$ cat src/rtl/qdac_pkg.sv
package qdac_pkg;

    typedef enum logic [1:0] {
        ST_IDLE   = 2'd0,
        ST_SHIFT  = 2'd1,
        ST_COMMIT = 2'd2
    } fe_state_t;

endpackage

$ cat src/rtl/qdac_sync.sv
module qdac_sync #(
    parameter int unsigned  W       = 1,
    parameter logic [W-1:0] RST_VAL = '0
) (
    input  logic         clk,
    input  logic         rst_n,
    input  logic [W-1:0] d_i,
    output logic [W-1:0] q_o
);

    logic [W-1:0] meta_q;
    logic [W-1:0] stab_q;

    always_ff @(posedge clk or negedge rst_n) begin
        if (!rst_n) begin
            meta_q <= RST_VAL;
            stab_q <= RST_VAL;
        end else begin
            meta_q <= d_i;
            stab_q <= meta_q;
        end
    end

    assign q_o = stab_q;

endmodule

$ cat src/rtl/qdac_serial_fe.sv
module qdac_serial_fe
    import qdac_pkg::*;
#(
    parameter int unsigned WORD_W = 16,
    parameter int unsigned ADDR_W = 2,
    parameter int unsigned DATA_W = 8
) (
    input  logic              clk,
    input  logic              rst_n,
    input  logic              sclk_s,
    input  logic              csn_s,
    input  logic              sdi_s,
    output logic              wr_en,
    output logic [ADDR_W-1:0] wr_addr,
    output logic [DATA_W-1:0] wr_data
);

    fe_state_t         state_q, state_d;
    logic              sclk_q;
    logic [WORD_W-1:0] shreg_q;
    logic              shift_en;

    assign shift_en = sclk_s & ~sclk_q & ~csn_s;

    // state register
    always_ff @(posedge clk or negedge rst_n) begin
        if (!rst_n) state_q <= ST_IDLE;
        else        state_q <= state_d;
    end

    always_comb begin
        state_d = state_q;
        unique case (state_q)
            ST_IDLE:   if (!csn_s) state_d = ST_SHIFT;
            ST_SHIFT:  if (csn_s)  state_d = ST_COMMIT;
            ST_COMMIT: state_d = ST_IDLE;
            default:   state_d = ST_IDLE;
        endcase
    end

    // outputs
    always_comb begin
        unique case (state_q)
            ST_IDLE:   wr_en = 1'b0;
            ST_SHIFT:  wr_en = 1'b0;
            ST_COMMIT: wr_en = 1'b1;
            default:   wr_en = 1'b0;
        endcase
    end

    always_ff @(posedge clk or negedge rst_n) begin
        if (!rst_n) begin
            sclk_q  <= 1'b0;
            shreg_q <= '0;
        end else begin
            sclk_q <= sclk_s;
            if (shift_en) shreg_q <= {shreg_q[WORD_W-2:0], sdi_s};
        end
    end

    assign wr_addr = shreg_q[WORD_W-1 -: ADDR_W];
    assign wr_data = shreg_q[DATA_W-1:0];

    // frame select high freezes the shift register
    assert_cs_high_freeze_R4: assert property (@(posedge clk) disable iff (!rst_n)
        csn_s |=> $stable(shreg_q))
        else $error("shift register moved while frame select high");

    // one write pulse per frame
    assert_single_commit_R3: assert property (@(posedge clk) disable iff (!rst_n)
        wr_en |=> !wr_en)
        else $error("write pulse longer than one cycle");

    assert_commit_after_release_R3: assert property (@(posedge clk) disable iff (!rst_n)
        $rose(wr_en) |-> $past(csn_s))
        else $error("commit without frame select high");

endmodule

$ cat src/rtl/qdac_regbank.sv
module qdac_regbank #(
    parameter int unsigned CH_NUM = 4,
    parameter int unsigned DATA_W = 8,
    parameter int unsigned ADDR_W = 2
) (
    input  logic                     clk,
    input  logic                     rst_n,
    input  logic                     clr_s,
    input  logic                     ldac_s,
    input  logic                     wr_en,
    input  logic [ADDR_W-1:0]        wr_addr,
    input  logic [DATA_W-1:0]        wr_data,
    output logic [CH_NUM*DATA_W-1:0] dac_flat
);

    localparam int unsigned FLAT_W = CH_NUM * DATA_W;

    logic [FLAT_W-1:0] inp_flat;

    for (genvar c = 0; c < CH_NUM; c++) begin : g_ch
        logic [DATA_W-1:0] inp_q;
        logic [DATA_W-1:0] dac_q;

        always_ff @(posedge clk or negedge rst_n) begin
            if (!rst_n) begin
                inp_q <= '0;
                dac_q <= '0;
            end else if (!clr_s) begin
                inp_q <= '0;
                dac_q <= '0;
            end else begin
                if (wr_en && (wr_addr == ADDR_W'(c))) inp_q <= wr_data;
                if (!ldac_s) dac_q <= inp_q;
            end
        end

        assign inp_flat[c*DATA_W +: DATA_W] = inp_q;
        assign dac_flat[c*DATA_W +: DATA_W] = dac_q;
    end

    assert_clear_zeroes_R7: assert property (@(posedge clk) disable iff (!rst_n)
        !clr_s |=> (dac_flat == '0) && (inp_flat == '0))
        else $error("wipe did not zero registers");

    assert_dac_hold_R5: assert property (@(posedge clk) disable iff (!rst_n)
        (clr_s && ldac_s) |=> $stable(dac_flat))
        else $error("converter register moved with strobe high");

    assert_dac_follow_R6: assert property (@(posedge clk) disable iff (!rst_n)
        (clr_s && !ldac_s) |=> (dac_flat == $past(inp_flat)))
        else $error("converter register did not follow staging");

    assert_no_stray_write_R3: assert property (@(posedge clk) disable iff (!rst_n)
        (clr_s && !wr_en) |=> $stable(inp_flat))
        else $error("staging register changed without write");

endmodule

$ cat src/rtl/quad_dac_regif.sv
module quad_dac_regif #(
    parameter int unsigned CH_NUM = 4,
    parameter int unsigned DATA_W = 8,
    parameter int unsigned WORD_W = 16
) (
    input  logic                     clk,
    input  logic                     rst_n,
    input  logic                     sclk_i,
    input  logic                     csn_i,
    input  logic                     sdi_i,
    input  logic                     ldac_n_i,
    input  logic                     clr_n_i,
    input  logic                     shdn_i,
    output logic [CH_NUM*DATA_W-1:0] dac_o,
    output logic                     shdn_o
);

    localparam int unsigned ADDR_W = (CH_NUM > 1) ? $clog2(CH_NUM) : 1;
    localparam int unsigned SYNC_W = 6;
    // order: sclk, csn, sdi, ldac_n, clr_n, shdn
    localparam logic [SYNC_W-1:0] SYNC_RST = 6'b010110;

    logic [SYNC_W-1:0] raw_in, syn_out;
    logic              sclk_s, csn_s, sdi_s, ldac_s, clr_s;
    logic              wr_en;
    logic [ADDR_W-1:0] wr_addr;
    logic [DATA_W-1:0] wr_data;

    assign raw_in = {sclk_i, csn_i, sdi_i, ldac_n_i, clr_n_i, shdn_i};
    assign {sclk_s, csn_s, sdi_s, ldac_s, clr_s, shdn_o} = syn_out;

    qdac_sync #(.W(SYNC_W), .RST_VAL(SYNC_RST)) u_sync (
        .clk   (clk),
        .rst_n (rst_n),
        .d_i   (raw_in),
        .q_o   (syn_out)
    );

    qdac_serial_fe #(.WORD_W(WORD_W), .ADDR_W(ADDR_W), .DATA_W(DATA_W)) u_fe (
        .clk     (clk),
        .rst_n   (rst_n),
        .sclk_s  (sclk_s),
        .csn_s   (csn_s),
        .sdi_s   (sdi_s),
        .wr_en   (wr_en),
        .wr_addr (wr_addr),
        .wr_data (wr_data)
    );

    qdac_regbank #(.CH_NUM(CH_NUM), .DATA_W(DATA_W), .ADDR_W(ADDR_W)) u_bank (
        .clk      (clk),
        .rst_n    (rst_n),
        .clr_s    (clr_s),
        .ldac_s   (ldac_s),
        .wr_en    (wr_en),
        .wr_addr  (wr_addr),
        .wr_data  (wr_data),
        .dac_flat (dac_o)
    );

    assert_shdn_keeps_codes_R9: assert property (@(posedge clk) disable iff (!rst_n)
        ($changed(shdn_o) && clr_s && ldac_s) |=> $stable(dac_o))
        else $error("shutdown altered converter codes");

endmodule

$ cat config.mk
export PLATFORM = sky130hd
export DESIGN_NAME = quad_dac_regif
export DESIGN_NICKNAME = d
export VERILOG_FILES = /design/src/rtl/qdac_pkg.sv /design/src/rtl/qdac_sync.sv /design/src/rtl/qdac_serial_fe.sv /design/src/rtl/qdac_regbank.sv /design/src/rtl/quad_dac_regif.sv
export SDC_FILE = /design/constraint.sdc
export NUM_CORES = 1
export LEC_CHECK = 0
export BUFFER_PORTS_ARGS = -buffer_cell sky130_fd_sc_hd__buf_2
export CAP_MARGIN = 20
export CORE_ASPECT_RATIO = 1.5
export CORE_UTILIZATION = 55
export CTS_CLUSTER_DIAMETER = 150
export DETAILED_ROUTE_END_ITERATION = 6
export PLACE_DENSITY = 0.78
export SLEW_MARGIN = 20
export SYNTH_ARGS = -nofsm -noshare
export SYNTH_HDL_FRONTEND = slang
export SYNTH_HIERARCHICAL = 1
export SYNTH_SLANG_ARGS = --single-unit
$ cat constraint.sdc
create_clock -name clk -period 2.97 [get_ports clk]
set_input_delay 0.1485 -clock clk [delete_from_list [all_inputs] [get_ports clk]]
set_output_delay 0.1485 -clock clk [all_outputs]
set_load 0.1 [all_outputs]
==> results of run 1 <==
Yosys cell counts:
library cell | count | share of area [%]
dfstp_2 | 6 | 4.2
mux2_2 | 16 | 4.8
buf_4 | 11 | 2.2
dfrtp_1 | 89 | 59
or3b_1 | 1 | 0.23
nand3b_1 | 2 | 0.40
nor2_1 | 1 | 0.099
mux2i_1 | 64 | 17
buf_2 | 7 | 0.92
buf_8 | 1 | 0.40
buf_6 | 1 | 0.30
nor2b_1 | 33 | 5.4
clkbuf_1 | 6 | 0.59
nand3_1 | 1 | 0.13
nor3b_4 | 1 | 0.50
nand2_1 | 40 | 4.0
and3b_2 | 1 | 0.26
power breakdown:
group          leakage (nW)  switching (mW)  total, mW  internal [mW]
clock network        0.0919           0.413      0.828          0.415
registers              1.27          0.0658       1.43           1.37
logic                 0.902           0.113      0.202         0.0890
total                  2.27           0.592       2.46           1.87
layout by cell type (no fill, tap or decap), drive strengths merged:
master | Yosys | layout
dfrtp | 89 | 89
mux2 | 16 | 16
dlygate4sd3 | 0 | 7
nand3b | 2 | 2
nand3 | 1 | 1
nand2 | 40 | 40
buf | 20 | 43
or3b | 1 | 1
clkbuf | 6 | 15
nor2 | 1 | 1
bufinv | 0 | 1
mux2i | 64 | 64
and3b | 1 | 1
dfstp | 6 | 6
nor3b | 1 | 1
nor2b | 33 | 33
final cells by class:
| cell class | instances | share of cell area (%) |
|---|---|---|
| Clock inverter | 1 | 0.715 |
| Tap cell | 76 | 2.26 |
| Multi-Input combinational cell | 160 | 29.5 |
| Sequential cell | 95 | 56.8 |
| Clock buffer | 15 | 3.72 |
| Timing Repair Buffer | 50 | 7.03 |
per-stage QoR:
step                      total power [mW]  hold WS, ns
final                                 2.46        0.276
after global routing                  2.56        0.321
after CTS                             2.48        0.278
after detailed placement              1.65        0.129
after global placement                1.64        0.130
after floorplan                       1.63       -0.147
kinds of logic after synthesis:
kind of cell	Yosys count	synth area share (%)
multiplexers	80	21.7
buffers and inverters	26	4.39
AND/OR/NAND/NOR	80	11.0
flip-flops	95	62.9
worst paths after layout:
check,cells after the start,startpoint,slack [ns],end
setup / recovery,2,u_sync/q_o[2]$_DFF_PN1_,1.28,u_bank/g_ch[1].dac_q[1]$_DFFE_PN0P_
hold / removal,2,rst_n,0.28,u_sync/meta_q[0]$_DFF_PN0_
setup reg to reg,2,u_sync/q_o[2]$_DFF_PN1_,1.28,u_bank/g_ch[1].dac_q[1]$_DFFE_PN0P_
hold reg to reg,0,u_sync/meta_q[3]$_DFF_PN0_,0.35,u_sync/q_o[3]$_DFF_PN0_
max in group asynchronous,3,rst_n,1.90,u_sync/q_o[1]$_DFF_PN1_
min in group clk,0,u_sync/meta_q[3]$_DFF_PN0_,0.35,u_sync/q_o[3]$_DFF_PN0_
what timing repair did:
action                     in CTS  in global routing
hold buffers                    7                  0
setup endpoints to repair       0                  0
gates resized for setup         0                  0
hold endpoints to repair       39                  0
state kept, by name, summed over array words and instances, names as in the netlist:
signal / count
u_fe/state_q: 2
u_bank/g_ch.inp_q: 32
u_fe/sclk_q: 1
u_bank/g_ch.dac_q: 32
u_sync/q_o: 6
u_sync/meta_q: 6
u_fe/shreg_q: 16
per-layer routing:
metal	wire length, um	vias up	global-route usage (%)
li1	-	987	-
met1	2880	1065	25.6
met3	131	10	4.47
met4	136	0	9.14
met5	0	-	0
met2	3210	31	31.4
worst register-to-register path: stages (launching register included):
cell and delay (ns):
dfstp_2 1.18, mux2i_1 0.32, nor2b_1 0.08
==> impl_metrics.toml, run 1 <==
[sta]
setup_ws_ns = 1.28
final_hold_viol_count = 0
post-route-period-util_pct = 56.9
skew_ns = 0.00993
setup_violations = 0
tns_ns = 0
fmax_ghz = 0.592
slew_headroom_pct = 35.3
drv_slew = 0
min_period_ns = 1.69
max_slew.worst_pin.slew_ns = 0.971
rsz0062_at_grt = "false"

[layout]
syn_to_final_growth_pct = 10.8
fill_cells = 511
nets = 324
post-route-util_pct = 63.9
ff_latch_area_um2 = 2380
multi_input_area_um2 = 1240
drive_gt1_share_pct = 24.3
antenna_cells = 0
fin_cells = 397
final_area_um2 = 4200

[min_path]
hold_class = "in -> async"

[clock_tree]
cts_buffer_depth = 2
post_cts_buffers = 0
cts_tree = "done"
clkLatencyLatePin_ns = 0.37
clk_root_buffer_cell = "clkbuf_8"
htreeDepth = 3
cts_buffers = 9
clock_sinks = 95
clk_pin_slew_ns = 0.08

[synthesis]
yosys_warnings = 6
syn_nets = 289
synth-seq-cells = 95
syn_avg_cell_area_um2 = 13.5
ys_seq_area_share_pct = 62.9
netlist_instances = 281
syn_area_um2 = 3790
ys_types = 17

[floorplanning]
die_y_um = 104
rows = 36
io_pins = 41
die-area_um2 = 7230
floorplan.die.width_um = 69.8
start_util_pct = 57.6
core_area_um2 = 6580

[run]
cap_violations = 0

[worst_setup_path]
crit_chain = "mux2i_1, nor2b_1"
cp-end-kind = "register"
critPathTopFamily = "flip-flops"
worst-path-buf-inv = 0
required_ns = 3.22
worstPathMaxFanout = 32
crit_type = "reg -> reg"
critPathArrivalTime_ns = 1.94
cp_slowest_stage_delay_ns = 1.18
cp-start-kind = "register"
slowest_stage = "dfstp_2"

[grt]
gr-usage-all-layers_pct = 19.7
grt_first_pass_wirelength_um = 10800
grt_start_max_net_pins = 39
grt.overflow.total = 0
grt_pass1_vias = 2192
antenna_found_initial = 0

[routing]
postRouteAntennaNets = 0
detail_route.wl_per_cell_um = 16.0
post_drt_via_cell_ratio = 5.27
drtPass1Iterations = 4
wl_um = 6360
drtIter0Drc = 120
drc = 0
num_vias = 2093

[placement]
gp_congestion = 0.733
dp.cells = 374
port_buffers = 40
pre_cts_ws_ns = 1.33
dpl_cell_area_um2 = 3940
dp.final_hpwl_um = 4120

[pwr]
power_density_nw_per_um2 = 586
p_leak_nw = 2.27
ir_worst_vdd_uv = 394

[status]
status = "complete, no violations"
Power figures use the tool's default switching activity.
==> run 2, diff against run 1 <==
--- a/config.mk
+++ b/config.mk
@@ -8,7 +8,7 @@
 export BUFFER_PORTS_ARGS = -buffer_cell sky130_fd_sc_hd__buf_2
 export CAP_MARGIN = 20
 export CORE_ASPECT_RATIO = 1.5
-export CORE_UTILIZATION = 55
+export CORE_UTILIZATION = 52
 export CTS_CLUSTER_DIAMETER = 150
 export DETAILED_ROUTE_END_ITERATION = 6
 export PLACE_DENSITY = 0.78
==> constraint.sdc (replaced) <==
create_clock -name clk -period 1.35 [get_ports clk]
set_input_delay 0.0675 -clock clk [delete_from_list [all_inputs] [get_ports clk]]
set_output_delay 0.0675 -clock clk [all_outputs]
set_load 0.1 [all_outputs]
==> run 2 against run 1 <==
- wire length fell by 3.9%
- register-to-register slack lost 1.2 ns
- final cell count rose by 2.5%
- critical endpoint is now u_bank/g_ch[2].inp_q[6]$_DFFE_PN0P_
- fmax rose by 30%
- die area grew 5.6%
- highest routed layer unchanged
- hold slack worse by 0.19 ns
- largest cell class unchanged
- utilization is 0.61 points lower
==> impl_metrics.toml, run 2 (synthesis results as in run 1) <==
[status]
status = "complete, no violations"

[placement]
pre_cts_ws_ns = -0.0640
dp.cells = 383
dp.final_hpwl_um = 4010
port_buffers = 40
gp_congestion = 0.746

[worst_setup_path]
critPathArrivalTime_ns = 1.58
required_ns = 1.63
cp_slowest_stage_delay_ns = 0.40
cp-start-kind = "register"
cp-end-kind = "register"
crit_chain = "nor2b_2, buf_4, nand3b_1, buf_12, mux2i_1"
worstPathMaxFanout = 7
slowest_stage = "dfrtp_1"
crit_type = "reg -> reg"

[layout]
mostFrequentLayoutCells = "dfrtp_1 (89), mux2i_1 (64), nand2_1 (40), buf_2 (39), nor2b_1 (32)"
final_common_cell = "dfrtp_1"
nets = 332
fill_cells = 548
syn_to_final_growth_pct = 15.9
fin_cells = 407
ff_latch_area_um2 = 2380
multi_input_area_um2 = 1240
drive_gt1_share_pct = 27.7
antenna_cells = 0
largest_registers = "u_bank/g_ch.dac_q x32, u_bank/g_ch.inp_q x32, u_fe/shreg_q x16"

[grt]
grt_first_pass_wirelength_um = 10600
grt_busiest_layer = "met2"
grt.overflow.total = 0
grt_pass1_vias = 2158
gr-usage-met2_pct = 28.4
antenna_found_initial = 0
grt_util_met1_pct = 25.1
use_met3_pct = 5.40
grt_start_max_net_pins = 54
gr-usage-all-layers_pct = 18.8

[sta]
post-route-period-util_pct = 96.6
final_hold_viol_count = 0
skew_ns = 0.00925
drv_slew = 0
max_slew.worst_pin.slew_ns = 0.488
setup_violations = 0
min_period_ns = 1.30
slew_headroom_pct = 67.7
rsz0062_at_grt = "true"
setup_ws_ns = 0.0466
fmax_ghz = 0.767

[floorplanning]
rows = 37
die-area_um2 = 7640
core_area_um2 = 6940
start_util_pct = 54.6
floorplan.die.width_um = 71.7
io_pins = 41
die_y_um = 107

[pwr]
power_density_nw_per_um2 = 1290
total_power_mw = 5.67
p_seq_share_pct = 54.8
switchingPower_mw = 1.31
internal_power_mw = 4.37
swShare_pct = 23.0
ir_worst_vdd_uv = 743
comb_power_share_pct = 9.0
p_leak_nw = 2.37
power.share.clock_pct = 36.1

[clock_tree]
cts_buffer_depth = 2
cts_tree = "done"
clk_pin_slew_ns = 0.09
htreeDepth = 3
clock_sinks = 95
cts_buffers = 9
clk_root_buffer_cell = "clkbuf_8"
clkLatencyLatePin_ns = 0.36

[routing]
drtPass1Iterations = 4
num_vias = 2094
drc = 0
post_drt_via_cell_ratio = 5.14
detail_route.wl_per_cell_um = 15.0
postRouteAntennaNets = 0
wl_um = 6110
drtIter0Drc = 94

[min_path]
hold_class = "in -> async"

[run]
cap_violations = 0
run 2: cell types whose count changed in the layout (fill, tap and decap cells not counted):
cell and change:
or3b_4 +1, or3b_1 -1, nor2b_1 -1, clkbuf_1 -3
bufinv_16 +1, clkbuf_8 +1, buf_12 +7, buf_4 +1
clkinv_2 +1, nor2b_2 +1
run 2: worst paths after layout:
| path | start | to | slack [ns] | depth (start not counted) |
|---|---|---|---|---|
| min reg2reg | u_sync/meta_q[3]$_DFF_PN0_ | u_sync/q_o[3]$_DFF_PN0_ | 0.35 | 0 |
| min | rst_n | u_bank/g_ch[1].dac_q[0]$_DFFE_PN0P_ | 0.08 | 2 |
| max reg2reg | u_fe/state_q[1]$_DFFE_PN0P_ | u_bank/g_ch[2].inp_q[6]$_DFFE_PN0P_ | 0.05 | 5 |
| min in group clk | sdi_i | u_sync/meta_q[3]$_DFF_PN0_ | 0.34 | 2 |
| max | u_fe/state_q[1]$_DFFE_PN0P_ | u_bank/g_ch[2].inp_q[6]$_DFFE_PN0P_ | 0.05 | 5 |
| max in group asynchronous | rst_n | u_bank/g_ch[3].dac_q[0]$_DFFE_PN0P_ | 0.64 | 3 |
run 2: per-layer routing:
metal / part of all wire, % / up-vias
met5: 0 / -
met4: 1.8 / 0
met3: 2.9 / 8
met2: 49 / 31
met1: 47 / 1045
li1: - / 1010
run 2: layout make-up:
cell class	instances	share of cell area (%)
Clock buffer	13	3.62
Clock inverter	3	1.48
Multi-Input combinational cell	160	28.3
Sequential cell	95	54.3
Tap cell	78	2.22
Timing Repair Buffer	58	10.1
run 2: power groups by stage:
stage	registers [mW]	clock network [mW]	logic, mW
final	3.11	2.05	0.513
after global routing	3.13	2.20	0.566
after CTS	3.11	2.12	0.522
after detailed placement	3.17	0	0.507
after global placement	3.16	0	0.492
after floorplan	3.18	0	0.418
run 2: what timing repair did:
action | in CTS | in global routing
buffers inserted | 0 | 1
hold buffers | 7 | 0
endpoints found under the hold margin | 95 | 0
setup endpoints to repair | 8 | 6
resized for setup | 1 | 1
run 2: worst max-delay path: cells and delay by family (launching register included):
kind | cells | cell delay (ns)
AND/OR/NAND/NOR | 2 | 0.32
flip-flops | 1 | 0.40
buffers and inverters | 2 | 0.29
multiplexers | 1 | 0.21
run 2: metrics by stage:
step / utilization, % / area [um^2] / hold slack (ns) / TNS (ns)
6_report: 63.3 / 4390 / 0.0818 / 0
5_1_grt: 63.3 / 4390 / 0.0918 / -0.0144
4_1_cts: 63.1 / 4380 / 0.0654 / 0
3_5_place_dp: 58.8 / 4090 / -0.0703 / -0.442
3_3_place_gp: 58.8 / 4090 / -0.0760 / -0.0999
2_1_floorplan: - / 3790 / -0.228 / 0
==> run 3, diff against run 2 <==
--- a/config.mk
+++ b/config.mk
@@ -12,6 +12,7 @@
 export CTS_CLUSTER_DIAMETER = 150
 export DETAILED_ROUTE_END_ITERATION = 6
 export PLACE_DENSITY = 0.78
+export REMOVE_ABC_BUFFERS = 1
 export SLEW_MARGIN = 20
 export SYNTH_ARGS = -nofsm -noshare
 export SYNTH_HDL_FRONTEND = slang
==> run 3 against run 2 <==
- critical endpoint is now u_bank/g_ch[2].inp_q[0]$_DFFE_PN0P_
- critical path depth stayed put
- clock skew is 0.0022 ns lower
- fmax is 1.8% higher
- first-iteration DRC count is 50% higher
- flip-flop and latch count stayed put
- die area stayed put
- power is 4.9% lower
- wire length is 0.90% lower
- sequential power hardly changed
- count of clock-buffer cells in the layout is 1 lower
- combinational power is 3% lower
- highest routed layer unchanged
- sequential share of layout area is 0.14 points higher
==> impl_metrics.toml, run 3 (synthesis results as in run 1) <==
[sta]
setup_violations = 0
drv_slew = 0
whs_ns = 0.183
skew_ns = 0.00704
fmax_ghz = 0.781
final_hold_viol_count = 0
post-route-period-util_pct = 94.8
max_slew.worst_pin.slew_ns = 0.495
min_period_ns = 1.28
slew_headroom_pct = 67.2
rsz0062_at_grt = "false"
tns_ns = 0

[grt]
grt.overflow.total = 0
antenna_found_initial = 0
gr-usage-all-layers_pct = 17.1
grt_pass1_vias = 2102
grt_first_pass_wirelength_um = 9890
grt_start_max_net_pins = 73

[layout]
syn_to_final_growth_pct = 15.6
final_common_cell = "dfrtp_1"
mostFrequentLayoutCells = "dfrtp_1 (89), mux2i_1 (64), nand2_1 (40), buf_2 (39), nor2b_1 (32)"
largest_registers = "u_bank/g_ch.dac_q x32, u_bank/g_ch.inp_q x32, u_fe/shreg_q x16"
antenna_cells = 0
fill_cells = 525
nets = 336
post-route-util_pct = 63.1
final_area_um2 = 4380
drive_gt1_share_pct = 28.5

[pwr]
total_power_mw = 5.40
power_density_nw_per_um2 = 1230
p_leak_nw = 2.37
ir_worst_vdd_uv = 811

[min_path]
hold_class = "in -> async"

[clock_tree]
clk_pin_slew_ns = 0.08
cts_tree = "done"
post_cts_buffers = 0
clock_sinks = 95
htreeDepth = 3
clk_root_buffer_cell = "clkbuf_8"
cts_buffers = 9
cts_buffer_depth = 2
clkLatencyLatePin_ns = 0.35

[routing]
postRouteAntennaNets = 0
drtPass1Iterations = 4
drc = 0
num_vias = 2119
drtIter0Drc = 141
detail_route.wl_per_cell_um = 14.7
wl_um = 6060
post_drt_via_cell_ratio = 5.16

[run]
cap_violations = 0

[floorplanning]
floorplan.die.width_um = 71.7
die-area_um2 = 7640
core_area_um2 = 6940
start_util_pct = 54.6
io_pins = 41
die_y_um = 107
rows = 37

[worst_setup_path]
cp-end-kind = "register"
required_ns = 1.60
critPathArrivalTime_ns = 1.53
r2r_cells = 5
worstPathMaxFanout = 8
crit_type = "reg -> reg"
cp-start-kind = "register"

[status]
status = "complete, no violations"

[placement]
dpl_cell_area_um2 = 4090
dp.final_hpwl_um = 3870
port_buffers = 40
gp_congestion = 0.700
-- run 3: metrics by stage --
| stage | setup slack [ns] | cells |
|---|---|---|
| after floorplan | -0.0871 | 255 |
| after global placement | -0.0323 | 387 |
| after detailed placement | -0.0659 | 387 |
| after CTS | 0.0508 | 410 |
| after global routing | 0.00932 | 411 |
| final | 0.0702 | 411 |
-- run 3: power by group --
part / switching, mW / total (mW) / internal (mW) / leakage, nW
sequential: 0.109 / 3.12 / 3.01 / 1.27
clock: 0.882 / 1.78 / 0.899 / 0.100
combinational: 0.272 / 0.498 / 0.227 / 0.993
total: 1.26 / 5.40 / 4.13 / 2.37
-- run 3: final timing paths --
| path | startpoint | endpoint | slack [ns] |
|---|---|---|---|
| min in group clk | u_sync/meta_q[5]$_DFF_PN0_ | u_sync/q_o[5]$_DFF_PN0_ | 0.35 |
| worst max register to register | u_fe/state_q[1]$_DFFE_PN0P_ | u_bank/g_ch[2].inp_q[0]$_DFFE_PN0P_ | 0.07 |
| worst max-delay path | u_fe/state_q[1]$_DFFE_PN0P_ | u_bank/g_ch[2].inp_q[0]$_DFFE_PN0P_ | 0.07 |
| max in group asynchronous | rst_n | u_fe/shreg_q[15]$_DFFE_PN0P_ | 0.56 |
| worst min-delay path | rst_n | u_sync/meta_q[5]$_DFF_PN0_ | 0.18 |
| worst min register to register | u_sync/meta_q[5]$_DFF_PN0_ | u_sync/q_o[5]$_DFF_PN0_ | 0.35 |
-- run 3: per-layer routing --
metal	routed length (um)	track usage (%)	up-vias
li1	-	-	1022
met3	128	3.98	7
met1	2740	22.8	1057
met2	3100	26.3	33
met5	0	0	-
met4	88	8.12	0
-- run 3: final cells by class --
class,count,area [um^2],area share [%]
flip-flops and latches,95,2380,54.4
well taps,78,97.6,2.23
multi-input cells,160,1240,28.4
repair buffers,62,465,10.6
clock inverters,4,45.0,1.03
clock buffers,12,145,3.31
-- run 3: worst max-delay path: stages, from the launching register on --
cell and delay (ns):
dfrtp_1 0.39, nor2b_2 0.16, buf_4 0.13, nand3b_1 0.12, buf_12 0.16, mux2i_1 0.23
-- run 3: what timing repair did --
| item | 4_1_cts | 5_1_grt |
|---|---|---|
| hold buffers | 7 | 0 |
| hold endpoints to repair | 79 | 0 |
| resized for setup | 1 | 1 |
| setup endpoints to repair | 8 | 5 |
| gates cloned | 0 | 1 |
